File: src/rtl/shrot_pkg.sv
package shrot_pkg;
  typedef enum logic [2:0] {
    OP_SWAP = 3'b000,
    OP_SHL  = 3'b001,
    OP_ROL  = 3'b010,
    OP_SHLC = 3'b011,
    OP_SHR  = 3'b100,
    OP_ASR  = 3'b101,
    OP_ROR  = 3'b110,
    OP_ASRC = 3'b111
  } shrot_op_e;

  // codes with bit 1 set move bits through the carry flag
  function automatic logic uses_carry(input logic [2:0] op);
    return op[1];
  endfunction
endpackage

File: src/rtl/shrot_datapath.sv
module shrot_datapath
  import shrot_pkg::*;
#(
  parameter int W = 16
) (
  input  logic [2:0]   op,
  input  logic         twice,
  input  logic [W-1:0] din,
  input  logic         cin,
  input  logic         oin,
  output logic [W-1:0] dout,
  output logic         first_out,
  output logic         second_out
);
  localparam int HALF = W / 2;

  logic [1:0]   amt;
  logic [W-1:0] asr_val;
  logic [HALF-1:0] lo;
  logic [HALF-1:0] hi;

  assign amt     = twice ? 2'd2 : 2'd1;
  assign lo      = din[HALF-1:0];
  assign hi      = din[W-1:HALF];
  assign asr_val = W'($signed(din) >>> amt);

  always_comb begin
    dout       = din;
    first_out  = 1'b0;
    second_out = 1'b0;
    unique case (shrot_op_e'(op))
      OP_SWAP: dout = twice ? {lo, lo} : {lo, hi};
      OP_SHL:  dout = din << amt;
      OP_SHR:  dout = din >> amt;
      OP_ASR:  dout = asr_val;
      OP_ROL: begin
        dout       = twice ? {din[W-3:0], cin, oin} : {din[W-2:0], cin};
        first_out  = din[W-1];
        second_out = din[W-2];
      end
      OP_SHLC: begin
        dout       = din << amt;
        first_out  = din[W-1];
        second_out = din[W-2];
      end
      OP_ROR: begin
        dout       = twice ? {oin, cin, din[W-1:2]} : {cin, din[W-1:1]};
        first_out  = din[0];
        second_out = din[1];
      end
      OP_ASRC: begin
        dout       = asr_val;
        first_out  = din[0];
        second_out = din[1];
      end
      default: dout = din;
    endcase
  end
endmodule

File: src/rtl/shrot_flags.sv
module shrot_flags
  import shrot_pkg::*;
#(
  parameter int W = 16
) (
  input  logic [2:0]   op,
  input  logic         twice,
  input  logic [W-1:0] result,
  input  logic         first_out,
  input  logic         second_out,
  input  logic         cin,
  input  logic         oin,
  output logic         s_new,
  output logic         z_new,
  output logic         c_new,
  output logic         o_new,
  output logic         c_en,
  output logic         o_en
);
  localparam int HALF = W / 2;

  logic byte_mode;
  assign byte_mode = (shrot_op_e'(op) == OP_SWAP) && !twice;

  always_comb begin
    if (byte_mode) begin
      s_new = result[HALF-1];
      z_new = (result[HALF-1:0] == '0);
    end else begin
      s_new = result[W-1];
      z_new = (result == '0);
    end
  end

  assign c_en  = uses_carry(op);
  assign o_en  = uses_carry(op) && twice;
  assign c_new = c_en ? first_out  : cin;
  assign o_new = o_en ? second_out : oin;
endmodule

File: src/rtl/shrot_unit.sv
module shrot_unit
  import shrot_pkg::*;
#(
  parameter int W = 16
) (
  input  logic         clk,
  input  logic         rst,
  input  logic         req_valid,
  input  logic [2:0]   req_op,
  input  logic         req_twice,
  input  logic [W-1:0] req_data,
  input  logic         req_c,
  input  logic         req_o,
  output logic         res_valid,
  output logic [W-1:0] res_data,
  output logic         res_s,
  output logic         res_z,
  output logic         res_c,
  output logic         res_o,
  output logic         we_s,
  output logic         we_z,
  output logic         we_c,
  output logic         we_o
);
  logic [W-1:0] dp_out;
  logic         out1, out2;
  logic         s_n, z_n, c_n, o_n, c_en, o_en;

  shrot_datapath #(.W(W)) u_dp (
    .op(req_op), .twice(req_twice), .din(req_data), .cin(req_c), .oin(req_o),
    .dout(dp_out), .first_out(out1), .second_out(out2)
  );

  shrot_flags #(.W(W)) u_fl (
    .op(req_op), .twice(req_twice), .result(dp_out), .first_out(out1),
    .second_out(out2), .cin(req_c), .oin(req_o), .s_new(s_n), .z_new(z_n),
    .c_new(c_n), .o_new(o_n), .c_en(c_en), .o_en(o_en)
  );

  always_ff @(posedge clk) begin
    if (rst) begin
      res_valid <= 1'b0;
      res_data  <= '0;
      res_s     <= 1'b0;
      res_z     <= 1'b0;
      res_c     <= 1'b0;
      res_o     <= 1'b0;
      we_s      <= 1'b0;
      we_z      <= 1'b0;
      we_c      <= 1'b0;
      we_o      <= 1'b0;
    end else begin
      res_valid <= req_valid;
      we_s      <= req_valid;
      we_z      <= req_valid;
      we_c      <= req_valid && c_en;
      we_o      <= req_valid && o_en;
      if (req_valid) begin
        res_data <= dp_out;
        res_s    <= s_n;
        res_z    <= z_n;
        res_c    <= c_n;
        res_o    <= o_n;
      end
    end
  end


  valid_latency_chk: assert property (@(posedge clk) disable iff (rst)
    res_valid == $past(req_valid));

  o_needs_c_chk: assert property (@(posedge clk) disable iff (rst)
    we_o |-> (we_c && $past(req_twice)));

  enables_only_valid_chk: assert property (@(posedge clk) disable iff (rst)
    !res_valid |-> !(we_s || we_z || we_c || we_o));

  zero_flag_chk: assert property (@(posedge clk) disable iff (rst)
    (res_valid && !($past(req_op) == 3'b000 && !$past(req_twice)))
      |-> (res_z == (res_data == '0)));

  sign_fill_chk: assert property (@(posedge clk) disable iff (rst)
    (res_valid && $past(req_op) == 3'b101)
      |-> (res_data[W-1] == $past(req_data[W-1])));

  carry_hold_chk: assert property (@(posedge clk) disable iff (rst)
    (res_valid && !we_c) |-> (res_c == $past(req_c)));
endmodule

File: config.mk
export PLATFORM = sky130hd
export DESIGN_NAME = shrot_unit
export DESIGN_NICKNAME = d
export VERILOG_FILES = /design/src/rtl/shrot_pkg.sv /design/src/rtl/shrot_datapath.sv /design/src/rtl/shrot_flags.sv /design/src/rtl/shrot_unit.sv
export SDC_FILE = /design/constraint.sdc
export NUM_CORES = 1
export LEC_CHECK = 0
export ABC_AREA = 1
export ABC_CLOCK_PERIOD_IN_PS = 2100
export BUFFER_PORTS_ARGS = -buffer_cell sky130_fd_sc_hd__buf_2
export CAP_MARGIN = 10
export CORE_ASPECT_RATIO = 0.75
export CORE_MARGIN = 5
export CORE_UTILIZATION = 25
export CTS_BUF_LIST = sky130_fd_sc_hd__clkbuf_4
export DETAILED_ROUTE_END_ITERATION = 8
export MAX_ROUTING_LAYER = met4
export SYNTH_ARGS = -nofsm -noshare
export SYNTH_HDL_FRONTEND = slang
export SYNTH_SLANG_ARGS = --single-unit
File: constraint.sdc
create_clock -name clk -period 2.1 [get_ports clk]
set_clock_uncertainty 0.2 [all_clocks]
set_input_delay 0.21 -clock clk [delete_from_list [all_inputs] [get_ports clk]]
set_output_delay 0.21 -clock clk [all_outputs]
set_load 0.1 [all_outputs]
== After elaboration in Yosys (flattened, before gate mapping) ==
Cells that the tools add are included.

* Register bits after elaboration: 23
* Bits of input ports: 25
* Logic and storage cells: 41
* Output and inout port bits: 25

* Equal/unequal tests: 7
* Mux-type cells: 11
* Reductions and logical operators: 12
* Shift-type cells: 3

{| class="wikitable"
|+ Operators with widths
! kind !! count
|-
| one-hot mux 16 bit (6 select lines) || 1
|-
| 2-to-1 mux 16 bit || 2
|-
| logical NOT 16 bit || 1
|-
| << shifter 16 x 2 -> 16 bit || 1
|-
| right shift 16 x 2 -> 16 bit || 1
|-
| >>> shifter 16 x 2 -> 16 bit || 1
|-
| equality test 3 bit, second input constant || 4
|-
| logical NOT 8 bit || 1
|-
| 2-to-1 mux 8 bit || 1
|-
| OR reduction 2 bit || 4
|-
| equality test 3 x 2 -> 1 bit, second input constant || 2
|-
| logical AND 1 bit || 4
|-
| 2-to-1 mux 1 bit || 4
|-
| one-hot mux 1 bit (2 select lines) || 2
|-
| equality test 3 x 1 -> 1 bit, second input constant || 1
|-
| logical NOT 3 bit || 1
|-
| 2-to-1 mux 2 bit || 1
|-
| logical NOT 1 bit || 1
|}

== Longest topological paths before layout ==
* Word-level depth: 5
* Depth in mapped cells: 14
* Mapped depth without buffers: 13

== Hierarchy ==
Synthesis repeated with hierarchy kept, for this count alone.

* Cell total of the unflattened synthesis: 329
* Area total of the unflattened synthesis: 1858.0 sq um

{| class="wikitable"
|+ By module, submodules not included
! module !! seq. area each (sq um) !! cells each !! area an instance (sq um) !! instances
|-
| shrot_unit || 460.4 || 139 || 939.7 || 1
|-
| shrot_datapath || 0.0 || 163 || 785.8 || 1
|-
| shrot_flags || 0.0 || 27 || 132.6 || 1
|}

== Worst setup path before layout ==
OpenSTA, ideal clock, no wires.

* Path kind: register -> output
* Start: register, netlist name we_z
* End: output port we_s
* Path buffers: 1
* Arrival: 1.374 ns
* Data required time: 1.690 ns
* Cell stages (with the launch flop): 2
* Path slack: 0.316 ns
* Cells stage by stage: dfxtp_1 buf_4

{| class="wikitable"
|+ RTL lines
! what !! RTL line !! source
|-
| to (decl) || shrot_unit.sv:20 || <nowiki>output logic we_s,</nowiki>
|}

== Worst setup path in the final report ==
* Start: input port req_c
* End: register res_z

* Word-level cells in the longest chain between the ends: 4
* Elaborated cells on any way between the ends: 6
* Those cells by class: mux: 4; reduce/logical: 2

{| class="wikitable"
|+ Ends and longest elaborated chain
! what !! RTL line !! source
|-
| from (decl) || shrot_unit.sv:12 || <nowiki>input logic req_c,</nowiki>
|-
| 2-to-1 mux 16 bit (on tied branches) || shrot_datapath.sv:37, shrot_datapath.sv:47 ||
|-
| one-hot mux 16 bit (6 select lines) (*) || shrot_datapath.sv:31 || <nowiki>unique case (shrot_op_e'(op))</nowiki>
|-
| logical NOT 16 bit / logical NOT 8 bit (equally long branches) || shrot_flags.sv:31, shrot_flags.sv:28 ||
|-
| 2-to-1 mux 1 bit (*) || shrot_flags.sv:26 || <nowiki>if (byte_mode) begin</nowiki>
|-
| to (signal assigned) || shrot_unit.sv:61 || <nowiki>res_z <= z_n;</nowiki>
|-
| to (decl) || shrot_unit.sv:17 || <nowiki>output logic res_z,</nowiki>
|}

Every way passes the cells marked *; elsewhere a longest branch is shown, timed or not.
A chain may end at the register's enable or synchronous reset.

==> flow_summary.yaml <==
die:
  rows: 25
  core_area_sq_um: 6290
  initial_core_util: 0.257
  io_pins: 50
  die_x_microns: 103
  die_h_microns: 79.6
  die_area_sq_um: 8170
synthesis:
  syn_area_sq_um: 1610
  synth_nets: 300
  synthAdderAreaFrac: 0
  yosysSeqAreaShare: 0.285
  synth_top_family_by_area: "simple AND/OR/NAND/NOR gates"
  yosys.area_share.xor_xnor: 0
  ys_warn_count: 0
  yosys.area_share.simple: 0.412
  synth_mux_area_frac: 0
  synth_cells: 275
  ys_seq_elements: 23
  postSynthAreaPerCell_sq_um: 5.86
  synth-compound-area-share: 0.176
  ys_types: 28
power:
  leakagePower_nw: 1.04
  power_frac_comb: 0.444
  p_sw_uw: 588
  seqPwrFrac: 0.388
  p_sw_frac: 0.473
  powerDensity_nw_per_um2: 636
  p_int_uw: 655
  irDropWorstVdd_mv: 0.312
  pwr-share-clk: 0.168
global_route:
  grt_usage: 0.140
  grt_max_degree: 34
  globalRouteOverflowTotal: 0
  grt_pass1_wl_microns: 8880
  grt_pass1_vias: 1839
  antenna_found_initial: 0
worst_setup_path:
  path_delay_family: "simple AND/OR/NAND/NOR gates"
  path_max_fanout: 2
  worst_path_largest_cell_delay_ns: 0.53
  critical_path_class: "in2reg"
  startpoint_type: "primary input"
  cp-end-kind: "register"
  worstPathRequired_ns: 2.16
  cp_cell_sequence: "dlygate4sd3_1 -> buf_2 -> inv_1 -> o21ai_0 -> nand2_1 -> nand3_1 -> nor2_1 -> nand2_1 -> nor2_1 -> nand2_1 -> nand2_1 -> nand2_1 -> a21oi_1"
  critical_path_arrival_ns: 1.93
  cp_slowest_cell: "dlygate4sd3_1"
  crit_buf_inv: 3
  cp_common_cell: "nand2_1"
sta:
  hold_viol: 0
  rsz0062_at_grt: "no"
  fin_setup_tns_ns: 0
  period_needed_ns: 1.87
  min_period_over_period: 0.890
  relSlewSlack: 0.674
  setup_ws_ns: 0.232
  fmax_mhz: 535
  worst_pin_slew_ns: 0.489
  slew_violations: 0
  setup_viol: 0
layout:
  nets: 347
  multi_input_area_sq_um: 948
  diodes: 0
  fill_cells: 727
  regArea_sq_um: 460
  layout_commonest_cell: "nand2_1"
  layout_common_cells: "72 x nand2_1, 49 x buf_2, 44 x nor2_1"
  drive_gt1_frac: 0.209
  area_growth_pct: 21.3
routing:
  avgViaCountPerCell: 4.86
  wl_per_cell_microns: 13.9
  postRouteAntennaNets: 0
  drc: 0
  wl_microns: 5600
  via_count: 1955
  firstDrtPassIters: 5
  first_iter_violations: 209
clocking:
  numCtsBuffers: 3
  cts-root-buf: "clkbuf_4"
  htree_levels: 1
  clkSinkCount: 23
  post_cts_resized: 0
  cts_tree: "built"
  clkLatencyLatePin_ns: 0.31
  clockBufferDepth: 2
  clk_pin_slew_ns: 0.13
  post_cts_buffers: 0
job:
  cap_violations: 0
outcome:
  status: "finished, final reports clean"
placed_design:
  gp_congestion: 1.06
  hpwl_microns: 4530
  io_buffers: 49
  dpl_worst_slack_ns: 0.236
hold_path:
  hold_path.class: "in2reg"
==> kinds of logic after synthesis <==
| kind of cell | count (synthesis) |
|---|---|
| flip-flops | 23 |
| AO/OA/AOI/OAI | 53 |
| AND/OR/NAND/NOR | 156 |
| buffers and inverters | 43 |
==> path summary, 6_finish.rpt <==
path,from,to,cells after the start,slack (ns)
worst max register to register,res_data[7],res_data[7],2,1.24
worst max-delay path,req_c,res_z,13,0.23
worst min-delay path,req_valid,we_z,3,0.05
worst min register to register,res_data[12],res_data[12],2,0.29
==> metrics by stage <==
stage | hold WS (ns) | power, mW | cells | cell area, sq um | util
6_report | 0.0485 | 1.24 | 402 | 1960 | 0.311
5_1_grt | 0.0655 | 1.31 | 402 | 1960 | 0.311
4_1_cts | 0.0517 | 1.25 | 402 | 1960 | 0.311
3_5_place_dp | 0.251 | 1.04 | 395 | 1900 | 0.302
3_3_place_gp | 0.254 | 1.04 | 395 | 1900 | 0.302
2_1_floorplan | 0.0791 | 0.922 | 275 | 1610 | -
==> registers in the layout, summed over array words and instances (netlist names) <==
name and cells:
res_c 1, res_s 1, we_z 1, res_o 1, we_o 1, we_c 1
res_z 1, res_data 16
==> per-layer routing <==
layer | vias up | global-route usage | wire, microns | share of wire
met2 | 111 | 0.205 | 2350 | 0.42
li1 | 973 | - | - | -
met5 | - | - | 0 | 0
met4 | 0 | 0.0116 | 43 | 0.0077
met1 | 863 | 0.198 | 2660 | 0.47
met3 | 8 | 0.0419 | 554 | 0.099
==> synthesized netlist by cell type <==
cell type | number | area share
o22ai_1 | 1 | 0.0039
buf_4 | 5 | 0.023
nand3b_1 | 2 | 0.0093
nor2_2 | 1 | 0.0039
nand2_4 | 1 | 0.0070
nand4_1 | 2 | 0.0078
nor3_1 | 4 | 0.012
a21oi_2 | 1 | 0.0054
inv_2 | 3 | 0.0070
nor3_2 | 1 | 0.0062
nor2_1 | 44 | 0.10
nand3_1 | 26 | 0.081
nand2_2 | 1 | 0.0039
dfxtp_1 | 23 | 0.29
a31oi_1 | 1 | 0.0039
clkinv_1 | 1 | 0.0023
clkbuf_1 | 6 | 0.014
nor2_4 | 1 | 0.0070
buf_6 | 3 | 0.021
o21ai_0 | 26 | 0.081
a22oi_1 | 1 | 0.0047
nand2_1 | 72 | 0.17
a21oi_1 | 18 | 0.056
o211ai_1 | 4 | 0.019
or2_1 | 1 | 0.0039
buf_2 | 1 | 0.0031
o21ai_1 | 1 | 0.0031
inv_1 | 24 | 0.056
==> what timing repair did <==
| action | in CTS | in global routing |
|---|---|---|
| setup endpoints to repair | 0 | 0 |
| hold endpoints to repair | 6 | 0 |
| hold buffers | 3 | 0 |
==> area by class of cell <==
cell class,instances,share of cell area
inverter,28,0.0537
clock buffer,3,0.0115
clock inverter,1,0.00256
timing repair buffer,57,0.160
multi-input combinational,209,0.485
sequential,23,0.235
tap,81,0.0518
==> power groups by stage <==
| stage | sequential (mW) | clock (mW) | combinational [mW] |
|---|---|---|---|
| after CTS | 0.483 | 0.221 | 0.551 |
| after detailed placement | 0.492 | 0 | 0.545 |
| after global placement | 0.491 | 0 | 0.552 |
| after floorplan | 0.717 | 0 | 0.205 |
| after global routing | 0.487 | 0.233 | 0.594 |
| final | 0.482 | 0.209 | 0.552 |
==> tightest hold or removal path: stages <==
cell,delay (ns)
buf_2,0.11
clkinv_1,0.15
nor2_1,0.06
No activity file was read; power rests on OpenSTA's default activity.
